### config.mk
export PLATFORM = sky130hd
export DESIGN_NAME = bank_option_ctrl
export DESIGN_NICKNAME = d
export VERILOG_FILES = /design/src/rtl/bank_opt_pkg.sv /design/src/rtl/bank_opt_regs.sv /design/src/rtl/bank_opt_decode.sv /design/src/rtl/bank_opt_seq.sv /design/src/rtl/bank_option_ctrl.sv
export SDC_FILE = /design/constraint.sdc
export NUM_CORES = 1
export LEC_CHECK = 0
export ABC_AREA = 0
export BUFFER_PORTS_ARGS = -buffer_cell sky130_fd_sc_hd__buf_2
export CAP_MARGIN = 10
export CORE_UTILIZATION = 55
export CTS_CLUSTER_DIAMETER = 40
export DETAILED_ROUTE_END_ITERATION = 7
export PLACE_DENSITY = 0.88
export SKIP_CTS_REPAIR_TIMING = 1
export SLEW_MARGIN = 25
export SYNTH_ARGS = -nofsm -noshare
export SYNTH_HDL_FRONTEND = slang
export SYNTH_SLANG_ARGS = --single-unit
### constraint.sdc
create_clock -name clk -period 2.7 [get_ports clk]
set_input_delay 0.27 -clock clk [delete_from_list [all_inputs] [get_ports clk]]
set_output_delay 0.27 -clock clk [all_outputs]
set_load 0.01 [all_outputs]
### src/rtl/bank_opt_pkg.sv
package bank_opt_pkg;

  localparam int ADDR_W   = 32;
  localparam int MASK_W   = 17;
  localparam int TAG_LSB  = ADDR_W - MASK_W;
  localparam int GAP_W    = 4;

  // option word field positions
  localparam int OPT_BUFDIS_BIT = 12;
  localparam int OPT_NOBURST_BIT = 8;
  localparam int OPT_HOLD_LSB   = 1;
  // base word field positions
  localparam int BASE_VALID_BIT = 0;

  typedef enum logic {S_IDLE = 1'b0, S_ACC = 1'b1} seq_state_t;

  typedef struct packed {
    logic              valid;
    logic [MASK_W-1:0] base;
    logic [MASK_W-1:0] mask;
    logic              buf_dis;
    logic              no_burst;
    logic [1:0]        hold;
  } bank_cfg_t;

  // idle cycles after a read for each hold code
  function automatic logic [GAP_W-1:0] hold_gap(input logic [1:0] code);
    logic [GAP_W-1:0] n;
    unique case (code)
      2'd0: n = GAP_W'(0);
      2'd1: n = GAP_W'(1);
      2'd2: n = GAP_W'(4);
      default: n = GAP_W'(8);
    endcase
    return n;
  endfunction

  // a bank claims an address when every unmasked tag bit agrees
  function automatic logic tag_hit(input logic [ADDR_W-1:0] addr, input bank_cfg_t c);
    logic [MASK_W-1:0] diff;
    diff = (addr[ADDR_W-1:TAG_LSB] ^ c.base) & c.mask;
    return c.valid && (diff == '0);
  endfunction

endpackage

### src/rtl/bank_opt_regs.sv
module bank_opt_regs import bank_opt_pkg::*; #(
  parameter int NUM_BANKS  = 12,
  parameter int BANK_IDX_W = $clog2(NUM_BANKS)
) (
  input  logic                  clk,
  input  logic                  rst_n,
  input  logic                  cfg_we,
  input  logic [BANK_IDX_W-1:0] cfg_bank,
  input  logic                  cfg_opt,
  input  logic [ADDR_W-1:0]     cfg_wdata,
  output bank_cfg_t [NUM_BANKS-1:0] cfg_o
);

  for (genvar i = 0; i < NUM_BANKS; i++) begin : g_bank
    logic hit_wr;
    assign hit_wr = cfg_we && (cfg_bank == BANK_IDX_W'(i));

    always_ff @(posedge clk) begin
      if (!rst_n) begin
        cfg_o[i] <= '0;
      end else if (hit_wr) begin
        if (!cfg_opt) begin
          cfg_o[i].valid <= cfg_wdata[BASE_VALID_BIT];
          cfg_o[i].base  <= cfg_wdata[ADDR_W-1:TAG_LSB];
        end else begin
          cfg_o[i].mask     <= cfg_wdata[ADDR_W-1:TAG_LSB];
          cfg_o[i].buf_dis  <= cfg_wdata[OPT_BUFDIS_BIT];
          cfg_o[i].no_burst <= cfg_wdata[OPT_NOBURST_BIT];
          cfg_o[i].hold     <= cfg_wdata[OPT_HOLD_LSB+1:OPT_HOLD_LSB];
        end
      end
    end
  end

endmodule

### src/rtl/bank_opt_decode.sv
module bank_opt_decode import bank_opt_pkg::*; #(
  parameter int NUM_BANKS  = 12,
  parameter int BANK_IDX_W = $clog2(NUM_BANKS)
) (
  input  logic                      clk,
  input  logic                      rst_n,
  input  logic [ADDR_W-1:0]         addr,
  input  bank_cfg_t [NUM_BANKS-1:0] cfg_i,
  output logic                      hit_any,
  output logic [BANK_IDX_W-1:0]     hit_idx
);

  logic [NUM_BANKS-1:0] hit_vec;

  for (genvar i = 0; i < NUM_BANKS; i++) begin : g_cmp
    assign hit_vec[i] = tag_hit(addr, cfg_i[i]);
  end

  // scan downward so the lowest matching index is the last one written
  always_comb begin
    hit_idx = '0;
    for (int i = NUM_BANKS - 1; i >= 0; i--) begin
      if (hit_vec[i]) hit_idx = BANK_IDX_W'(i);
    end
  end

  assign hit_any = |hit_vec;

  AST_DEC_WINNER_HITS: assert property (@(posedge clk) disable iff (!rst_n)
    hit_any |-> hit_vec[hit_idx]);
  AST_DEC_NONE_BELOW: assert property (@(posedge clk) disable iff (!rst_n)
    hit_any |-> ((hit_vec & ((NUM_BANKS'(1) << hit_idx) - NUM_BANKS'(1))) == '0));

endmodule

### src/rtl/bank_opt_seq.sv
module bank_opt_seq import bank_opt_pkg::*; #(
  parameter int NUM_BANKS   = 12,
  parameter int BANK_IDX_W  = $clog2(NUM_BANKS),
  parameter int BURST_BEATS = 4,
  parameter int BEAT_BYTES  = 8
) (
  input  logic                      clk,
  input  logic                      rst_n,
  input  logic                      req_valid,
  output logic                      req_ready,
  input  logic [ADDR_W-1:0]         req_addr,
  input  logic                      req_write,
  input  logic                      req_burst,
  input  logic                      hit_any,
  input  logic [BANK_IDX_W-1:0]     hit_idx,
  input  bank_cfg_t [NUM_BANKS-1:0] cfg_i,
  output logic                      mem_req,
  input  logic                      mem_ack,
  output logic [ADDR_W-1:0]         mem_addr,
  output logic                      mem_we,
  output logic                      mem_burst,
  output logic [NUM_BANKS-1:0]      bank_sel,
  output logic                      buf_ctl,
  output logic                      busy,
  output logic                      err
);

  localparam int BEAT_CNT_W = $clog2(BURST_BEATS + 1);

  seq_state_t            st_q;
  logic [BANK_IDX_W-1:0] idx_q;
  logic [ADDR_W-1:0]     addr_q;
  logic                  we_q;
  logic                  burst_q;
  logic [BEAT_CNT_W-1:0] beats_q;
  logic [GAP_W-1:0]      gap_q;
  logic                  err_q;

  bank_cfg_t hit_cfg, cur_cfg;

  // named events for the checks
  logic in_access, last_beat, accept_evt, finish_evt, step_evt, miss_evt;

  always_comb begin
    hit_cfg = '0;
    cur_cfg = '0;
    for (int i = 0; i < NUM_BANKS; i++) begin
      if (hit_idx == BANK_IDX_W'(i)) hit_cfg = cfg_i[i];
      if (idx_q == BANK_IDX_W'(i))   cur_cfg = cfg_i[i];
    end
  end

  assign in_access  = (st_q == S_ACC);
  assign last_beat  = (beats_q == BEAT_CNT_W'(1));
  assign req_ready  = (st_q == S_IDLE) && (gap_q == '0);
  assign accept_evt = req_valid && req_ready;
  assign miss_evt   = accept_evt && !hit_any;
  assign finish_evt = in_access && mem_ack && last_beat;
  assign step_evt   = in_access && mem_ack && !last_beat;

  always_ff @(posedge clk) begin
    if (!rst_n) begin
      st_q    <= S_IDLE;
      idx_q   <= '0;
      addr_q  <= '0;
      we_q    <= 1'b0;
      burst_q <= 1'b0;
      beats_q <= '0;
      gap_q   <= '0;
      err_q   <= 1'b0;
    end else begin
      err_q <= miss_evt;
      unique case (st_q)
        S_IDLE: begin
          if (gap_q != '0) begin
            gap_q <= gap_q - GAP_W'(1);
          end else if (accept_evt && hit_any) begin
            st_q    <= S_ACC;
            idx_q   <= hit_idx;
            addr_q  <= req_addr;
            we_q    <= req_write;
            burst_q <= req_burst && !hit_cfg.no_burst;
            beats_q <= (req_burst && hit_cfg.no_burst) ? BEAT_CNT_W'(BURST_BEATS)
                                                        : BEAT_CNT_W'(1);
          end
        end
        S_ACC: begin
          if (finish_evt) begin
            st_q  <= S_IDLE;
            gap_q <= we_q ? '0 : hold_gap(cur_cfg.hold);
          end else if (step_evt) begin
            beats_q <= beats_q - BEAT_CNT_W'(1);
            addr_q  <= addr_q + ADDR_W'(BEAT_BYTES);
          end
        end
        default: st_q <= S_IDLE;
      endcase
    end
  end

  for (genvar i = 0; i < NUM_BANKS; i++) begin : g_sel
    assign bank_sel[i] = in_access && (idx_q == BANK_IDX_W'(i));
  end

  assign mem_req   = in_access;
  assign mem_addr  = in_access ? addr_q : '0;
  assign mem_we    = in_access && we_q;
  assign mem_burst = in_access && burst_q;
  assign buf_ctl   = in_access && !cur_cfg.buf_dis;
  assign busy      = (gap_q != '0);
  assign err       = err_q;

  AST_SEL_STABLE: assert property (@(posedge clk) disable iff (!rst_n)
    (in_access && !finish_evt) |=> $stable(bank_sel));
  AST_ADDR_STEP: assert property (@(posedge clk) disable iff (!rst_n)
    step_evt |=> (mem_addr == $past(mem_addr) + ADDR_W'(BEAT_BYTES)));
  AST_WRITE_NO_GAP: assert property (@(posedge clk) disable iff (!rst_n)
    (finish_evt && mem_we) |=> (!busy && req_ready));
  AST_GAP_DRAIN: assert property (@(posedge clk) disable iff (!rst_n)
    busy |=> (gap_q == $past(gap_q) - GAP_W'(1)));
  AST_MISS_PULSE: assert property (@(posedge clk) disable iff (!rst_n)
    miss_evt |=> (err && !mem_req));

endmodule

### src/rtl/bank_option_ctrl.sv
module bank_option_ctrl import bank_opt_pkg::*; #(
  parameter int NUM_BANKS   = 12,
  parameter int BANK_IDX_W  = $clog2(NUM_BANKS),
  parameter int BURST_BEATS = 4,
  parameter int BEAT_BYTES  = 8
) (
  input  logic                  clk,
  input  logic                  rst_n,
  input  logic                  cfg_we,
  input  logic [BANK_IDX_W-1:0] cfg_bank,
  input  logic                  cfg_opt,
  input  logic [ADDR_W-1:0]     cfg_wdata,
  input  logic                  req_valid,
  output logic                  req_ready,
  input  logic [ADDR_W-1:0]     req_addr,
  input  logic                  req_write,
  input  logic                  req_burst,
  output logic                  mem_req,
  input  logic                  mem_ack,
  output logic [ADDR_W-1:0]     mem_addr,
  output logic                  mem_we,
  output logic                  mem_burst,
  output logic [NUM_BANKS-1:0]  bank_sel,
  output logic                  buf_ctl,
  output logic                  busy,
  output logic                  err
);

  bank_cfg_t [NUM_BANKS-1:0] cfg;
  logic                      hit_any;
  logic [BANK_IDX_W-1:0]     hit_idx;

  bank_opt_regs #(.NUM_BANKS(NUM_BANKS), .BANK_IDX_W(BANK_IDX_W)) u_regs (
    .clk(clk), .rst_n(rst_n), .cfg_we(cfg_we), .cfg_bank(cfg_bank),
    .cfg_opt(cfg_opt), .cfg_wdata(cfg_wdata), .cfg_o(cfg)
  );

  bank_opt_decode #(.NUM_BANKS(NUM_BANKS), .BANK_IDX_W(BANK_IDX_W)) u_dec (
    .clk(clk), .rst_n(rst_n), .addr(req_addr), .cfg_i(cfg),
    .hit_any(hit_any), .hit_idx(hit_idx)
  );

  bank_opt_seq #(
    .NUM_BANKS(NUM_BANKS), .BANK_IDX_W(BANK_IDX_W),
    .BURST_BEATS(BURST_BEATS), .BEAT_BYTES(BEAT_BYTES)
  ) u_seq (
    .clk(clk), .rst_n(rst_n), .req_valid(req_valid), .req_ready(req_ready),
    .req_addr(req_addr), .req_write(req_write), .req_burst(req_burst),
    .hit_any(hit_any), .hit_idx(hit_idx), .cfg_i(cfg),
    .mem_req(mem_req), .mem_ack(mem_ack), .mem_addr(mem_addr), .mem_we(mem_we),
    .mem_burst(mem_burst), .bank_sel(bank_sel), .buf_ctl(buf_ctl),
    .busy(busy), .err(err)
  );

  AST_SEL_ONEHOT: assert property (@(posedge clk) disable iff (!rst_n)
    $onehot0(bank_sel) && (mem_req == (bank_sel != '0)));
  AST_ERR_NO_SEL: assert property (@(posedge clk) disable iff (!rst_n)
    err |-> (bank_sel == '0));
  AST_BUFCTL_IN_ACCESS: assert property (@(posedge clk) disable iff (!rst_n)
    buf_ctl |-> mem_req);
  AST_BUSY_BLOCKS: assert property (@(posedge clk) disable iff (!rst_n)
    busy |-> !req_ready);

endmodule

# After elaboration in Yosys (flattened, before gate mapping)

Index checks and enable logic that the tools add are counted.
Widths: inputs -> output; s select.

$add $sub $neg: 3
Equal/unequal tests: 42
Muxes and demuxes: 57
Bitwise logic cells: 27
Reduce and logical (&&, ||, !) cells: 98

Operators by type and width:

| operator              | number |
|---|---|
| $and 17x17->17        | 12 |
| $logic_not 17->1      | 12 |
| $xor 17x17->17        | 12 |
| $mux 32               | 5 |
| $mux 4                | 27 |
| $pmux 32 s2           | 1 |
| $mux 3                | 17 |
| $reduce_and 2->1      | 25 |
| $eq 4x3->1 const B    | 12 |
| $eq 4x4->1 const B    | 12 |
| $logic_and 1x1->1     | 48 |
| $add 32x4->32 const B | 1 |
| $eq 4x2->1 const B    | 6 |
| $logic_not 4->1       | 4 |
| $eq 4x1->1 const B    | 3 |
| $ne 2x2->1 const B    | 6 |
| $pmux 4 s3            | 1 |
| $reduce_or 12->1      | 1 |
| $pmux 4 s2            | 1 |
| $pmux 3 s2            | 1 |
| $logic_not 1->1       | 4 |
| $reduce_and 4->1      | 1 |
| $reduce_bool 4->1     | 1 |
| $sub 4x1->4 const B   | 1 |
| 9 further kinds       | 13 |

Bits in registers: 515
Word-level logic and storage cells: 307

# Logic depth before layout (Yosys ltp)

Depth in word-level cells: 34
Mapped depth: 13
Mapped depth without buffers: 11

# Hierarchy

Synthesis repeated with hierarchy kept, for this count alone.

Cells, all modules: 2473
Area, all modules: 23321.1 µm²

By module, submodules not included:

| module          | instances | cells an instance | area an instance (µm²) |
|---|---|---|---|
| bank_opt_regs   | 1         | 1603              | 16736.1 |
| bank_opt_seq    | 1         | 466               | 3488.3 |
| bank_opt_decode | 1         | 404               | 3096.7 |

# Worst setup path after synthesis

Ideal clock, no wire load.

Path type: input to register
From: in req_addr[31]
To: reg u_seq.beats_q[0]
Setup time: 118 ps
Arrival: 2512 ps
Path slack: 69 ps
Stages: 12
Buffers on the path: 2
Cells stage by stage: buf_2 > buf_6 > xor2_1 > a22oi_1 > nand4_1 > nor4_2 > a211oi_1 > o311a_1 > nor2_1 > mux2_2 > a21oi_1 > a21oi_1

Cells in the longest elaborated chain, start to end: 34
Elaborated cells between the ends (all ways): 93
Those cells by class: 12 x eq/ne; 28 x mux; 24 x bitwise; 29 x reduce/logical

Ends and longest elaborated chain:

| what                 | line                   | RTL |
|---|---|---|
| from (decl)          | bank_option_ctrl.sv:15 | `input logic [ADDR_W-1:0] req_addr,` |
| $xor 17x17->17       | bank_opt_pkg.sv:41     | `diff = (addr[ADDR_W-1:TAG_LSB] ^ c.base) & c.mask;` |
| $and 17x17->17       | bank_opt_pkg.sv:41     |  |
| $logic_not 17->1     | bank_opt_pkg.sv:42     | `return c.valid && (diff == '0);` |
| $logic_and 1x1->1    | bank_opt_pkg.sv:42     |  |
| $mux 4 (12 in a row) | bank_opt_decode.sv:23  | `if (hit_vec[i]) hit_idx = BANK_IDX_W'(i);` |
| $logic_not 4->1      | bank_opt_seq.sv:48     | `if (hit_idx == BANK_IDX_W'(i)) hit_cfg = cfg_i[i];` |
| $mux 3 (12 in a row) | bank_opt_seq.sv:48     |  |
| $logic_and 1x1->1    | bank_opt_seq.sv:83     | `beats_q <= (req_burst && hit_cfg.no_burst) ? BEAT_CNT_W'(BURST_BEATS)` |
| $mux 3               | bank_opt_seq.sv:83     |  |
| $mux 3               | bank_opt_seq.sv:77     | `end else if (accept_evt && hit_any) begin` |
| $mux 3               | bank_opt_seq.sv:75     | `if (gap_q != '0) begin` |
| $pmux 3 s2           | bank_opt_seq.sv:73     | `unique case (st_q)` |
| to (signal assigned) | bank_opt_seq.sv:83     |  |
| to (signal assigned) | bank_opt_seq.sv:92     | `beats_q <= beats_q - BEAT_CNT_W'(1);` |
| to (decl)            | bank_opt_seq.sv:35     | `logic [BEAT_CNT_W-1:0] beats_q;` |

Several ways; a longest one is shown, not always the timed one. The select of a mux whose other input is x is not followed.
A chain may end at the register's enable or synchronous reset.

# Final worst setup path

From: reg u_seq.addr_q[3]
To: reg u_seq.addr_q[30]

Cells in the longest elaborated chain, start to end: 4

Ends and longest elaborated chain:

| what                   | line               | RTL |
|---|---|---|
| from (decl)            | bank_opt_seq.sv:32 | `logic [ADDR_W-1:0] addr_q;` |
| from (signal assigned) | bank_opt_seq.sv:80 | `addr_q <= req_addr;` |
| from (signal assigned) | bank_opt_seq.sv:93 | `addr_q <= addr_q + ADDR_W'(BEAT_BYTES);` |
| $add 32x4->32          | bank_opt_seq.sv:93 |  |
| $mux 32                | bank_opt_seq.sv:91 | `end else if (step_evt) begin` |
| $mux 32                | bank_opt_seq.sv:88 | `if (finish_evt) begin` |
| $pmux 32 s2            | bank_opt_seq.sv:73 |  |

No other way between the ends. The select of a mux whose other input is x is not followed.

==> impl_summary.txt <==
----------------------------------------------------
[Outcome]
  Result of the run ... complete, but fails checks
  Violations in the final reports ... DRC, setup timing

[STA]
  Worst slew pin tran ... 862 ps
  Setup skew after layout ... 24.1 ps
  Maximum clock rate ... 347 MHz
  Slack of the critical path ... -179 ps
  Final Hold Vio Count ... 0
  Period Utilization, post-route ... 1.07
  Final min period ... 2880 ps
  Worst relative slew slack ... 0.426
  RSZ-0062 raised after global routing ... true
  Worst hold slack across all endpoints ... 27.9 ps
  Final count of negative-setup-slack endpoints ... 27
  Final Max Tran Viols ... 0

[Drt]
  Initial detailed-routing violation count ... 3,311
  Drt total wl ... 80,000 um
  Via density per instance ... 6.32
  DRT Pass-1 Iters ... 8
  Post-detailed-route wirelength per cell ... 21.4 um
  Count of vias placed by the detailed router ... 23,606
  Antenna Violating Nets Remaining ... 0
  Remaining DRCs ... 11

[Setup path]
  CP arrival ... 3430 ps
  Data required time of the worst path ... 3250 ps
  Capturing element type of the critical path ... flop
  Sequence of cells on the critical path ... buf_4 -> and2_1 -> nand4_1 -> nor2_1 -> nand2_1 -> nor2_1 -> nand4_1 -> nor2_1 -> nand3_1 -> a21oi_1 -> o221a_2
  Standard cell with the maximum stage delay on the critical path ... sky130_fd_sc_hd__dfxtp_1
  Worst path max stage delay ... 360 ps
  Most common cell on crit path ... sky130_fd_sc_hd__nor2_1
  Startpoint class of the critical path ... flop
  Classification of the worst setup path ... flop to flop
  Critical path peak fanout ... 5

[Final layout]
  Post-layout net count ... 3,230
  Area of all sequential standard cells ... 10,300 um^2
  Count of fill cells added during filler insertion ... 2,858
  Area growth syn-to-layout ... 19.6%
  Core occupancy in the finished layout ... 0.671
  Area used by multi-input combinational logic ... 11,900 um^2
  Fraction of layout cells with a size suffix above 1 ... 0.161

[Die]
  Floorplan die area ... 42,700 um^2
  DIE WIDTH ... 207 um
  Vertical die dimension ... 207 um
  Core ar. ... 41,100 um^2
  I/O pins ... 127
  Starting density of the core ... 0.560
  # rows ... 74

[Clock tree]
  Worst-skew pair later-pin latency ... 610 ps
  CTS Sinks ... 515
  TritonCTS clock tree ... done
  Clk buf depth ... 3
  Root Buffer ... sky130_fd_sc_hd__clkbuf_16
  Number of levels in the clock H-tree ... 2
  Clock edge transition at the registers on the reported setup and hold paths ... 60 ps
  Total CTS buffers ... 58

[GRT]
  Global Route Usage Sum ... 0.343
  Remaining global-route overflow ... 0
  Largest net degree at the start of global routing ... 127
  Antenna violations before repair ... 3
  Vias in the first global route ... 21,602
  Wire length of the first global-routing pass ... 115,000 um

[Logic synthesis]
  Unique cell type count in the Yosys netlist ... 66
  Prevailing post-synth register cell ... sky130_fd_sc_hd__dfxtp_1
  Post-synthesis instance area ... 23,000 um^2
  Post-Syn Nets ... 3,100
  Most numerous cell in the Yosys netlist ... sky130_fd_sc_hd__nand2_1
  Post-synth top area share ... 0.447
  Avg Cell Area, Syn ... 7.63 um^2
  Synth warnings ... 0
  Count of state elements after synthesis ... 515
  Share of async-settable or async-resettable flops after synthesis ... 0
  Sequential-to-total area share from yosys stat ... 0.447
  Number of instances in the synthesized netlist ... 3,019
  Most frequent cells after synthesis ... 1,046 x sky130_fd_sc_hd__nand2_1, 518 x sky130_fd_sc_hd__a21oi_1, 515 x sky130_fd_sc_hd__dfxtp_1
  Post-synth top area cell ... sky130_fd_sc_hd__dfxtp_1
  Number of enable-type register cells in the synthesized netlist ... 0
  Most area-consuming cells after synthesis ... sky130_fd_sc_hd__dfxtp_1 45%, sky130_fd_sc_hd__nand2_1 17%, sky130_fd_sc_hd__a21oi_1 11%

[Run]
  Max-Cap Viols ... 0

[Power]
  Power density of the placed cells ... 645 nW/um^2
  Cell leakage power ... 10.3 nW
  Maximum VDD drop ... 0.557 mV

[Place]
  Estimated wirelength of the detail-placed design ... 44,900 um
  Placer Congestion ... 0.940
  PortBufs ... 116
  Worst setup timing slack at the placement stage ... -434 ps

[Min path]
  HP Class ... input port to flop

----------------------------------------------------
-- final cells by class --
cell class / count / share of cell area
clock buffer: 76 / 0.0584
timing repair buffer: 308 / 0.0908
tap: 532 / 0.0241
antenna: 6 / 0.000545
clock inverter: 32 / 0.0161
sequential: 515 / 0.374
inverter: 24 / 0.00354
multi-input combinational: 2242 / 0.432
-- layout by cell type (no fill, tap or decap), types with 23 or more instances in the layout --
cell type / count
sky130_fd_sc_hd__a21oi_1: 503
sky130_fd_sc_hd__nand2_1: 1043
sky130_fd_sc_hd__nor2_1: 77
sky130_fd_sc_hd__nand3_1: 27
sky130_fd_sc_hd__and2_1: 37
sky130_fd_sc_hd__buf_2: 116
sky130_fd_sc_hd__clkbuf_16: 64
sky130_fd_sc_hd__buf_12: 28
sky130_fd_sc_hd__a22oi_1: 93
sky130_fd_sc_hd__xor2_1: 200
sky130_fd_sc_hd__buf_4: 146
sky130_fd_sc_hd__nor3_1: 23
sky130_fd_sc_hd__dfxtp_1: 509
-- critical path, delay by kind of cell, from the launching register on --
family | cells | cell delay (ps)
compound gates | 2 | 390
buf+inv | 1 | 140
flops | 1 | 360
simple gates | 8 | 1930
-- per-layer routing --
metal	GRT usage	vias to the layer above	part of all wire	wire, um
met5	0	-	0	0
met4	0.262	0	0.093	7450
met3	0.0746	596	0.12	9940
met2	0.552	1840	0.44	35500
met1	0.400	10895	0.34	27100
li1	-	10275	-	-
-- kinds of logic after synthesis --
kind of cell	Yosys count	share of synthesized area
flops	515	0.447
buf+inv	262	0.0531
simple gates	1304	0.233
mux	15	0.00896
xor+xnor	204	0.0785
fa+ha+maj	5	0.00272
compound gates	714	0.176
-- path summary, 6_finish.rpt --
| kind | startpoint | to | slack [ps] | depth (start not counted) |
|---|---|---|---|---|
| worst max-delay path | u_seq.addr_q[3] | u_seq.addr_q[30] | -180 | 11 |
| worst min-delay path | cfg_wdata[8] | u_regs.cfg_o[314] | 30 | 3 |
| worst max register to register | u_seq.addr_q[3] | u_seq.addr_q[30] | -180 | 11 |
| worst min register to register | u_seq.addr_q[0] | u_seq.addr_q[0] | 450 | 2 |
-- power by group --
| part | internal, mW | switching [mW] | leakage (nW) |
|---|---|---|---|
| clock network | 5.01 | 3.35 | 0.992 |
| registers | 7.71 | 0.0912 | 4.16 |
| logic | 0.551 | 1.06 | 5.12 |
-- flip-flops by register name (all words and copies together), names as in the netlist --
name / flops
u_seq.beats_q: 3
u_seq.idx_q: 4
u_seq.gap_q: 4
u_seq.burst_q: 1
u_seq.we_q: 1
u_regs.cfg_o: 468
u_seq.err: 1
u_seq.mem_req: 1
u_seq.addr_q: 32
-- through the flow --
step           area [um^2]  power [mW]  TNS, ps  instances
2_1_floorplan        23000        8.78        0       3019
6_report             27600        17.8    -1440       3735
4_1_cts              26900        17.5    -1820       3708
3_5_place_dp         24800        9.33    -8100       3600
3_3_place_gp         24800        9.31    -7860       3600
5_1_grt              27600        18.1    -3570       3732
No activity file was read; power rests on OpenSTA's default activity.
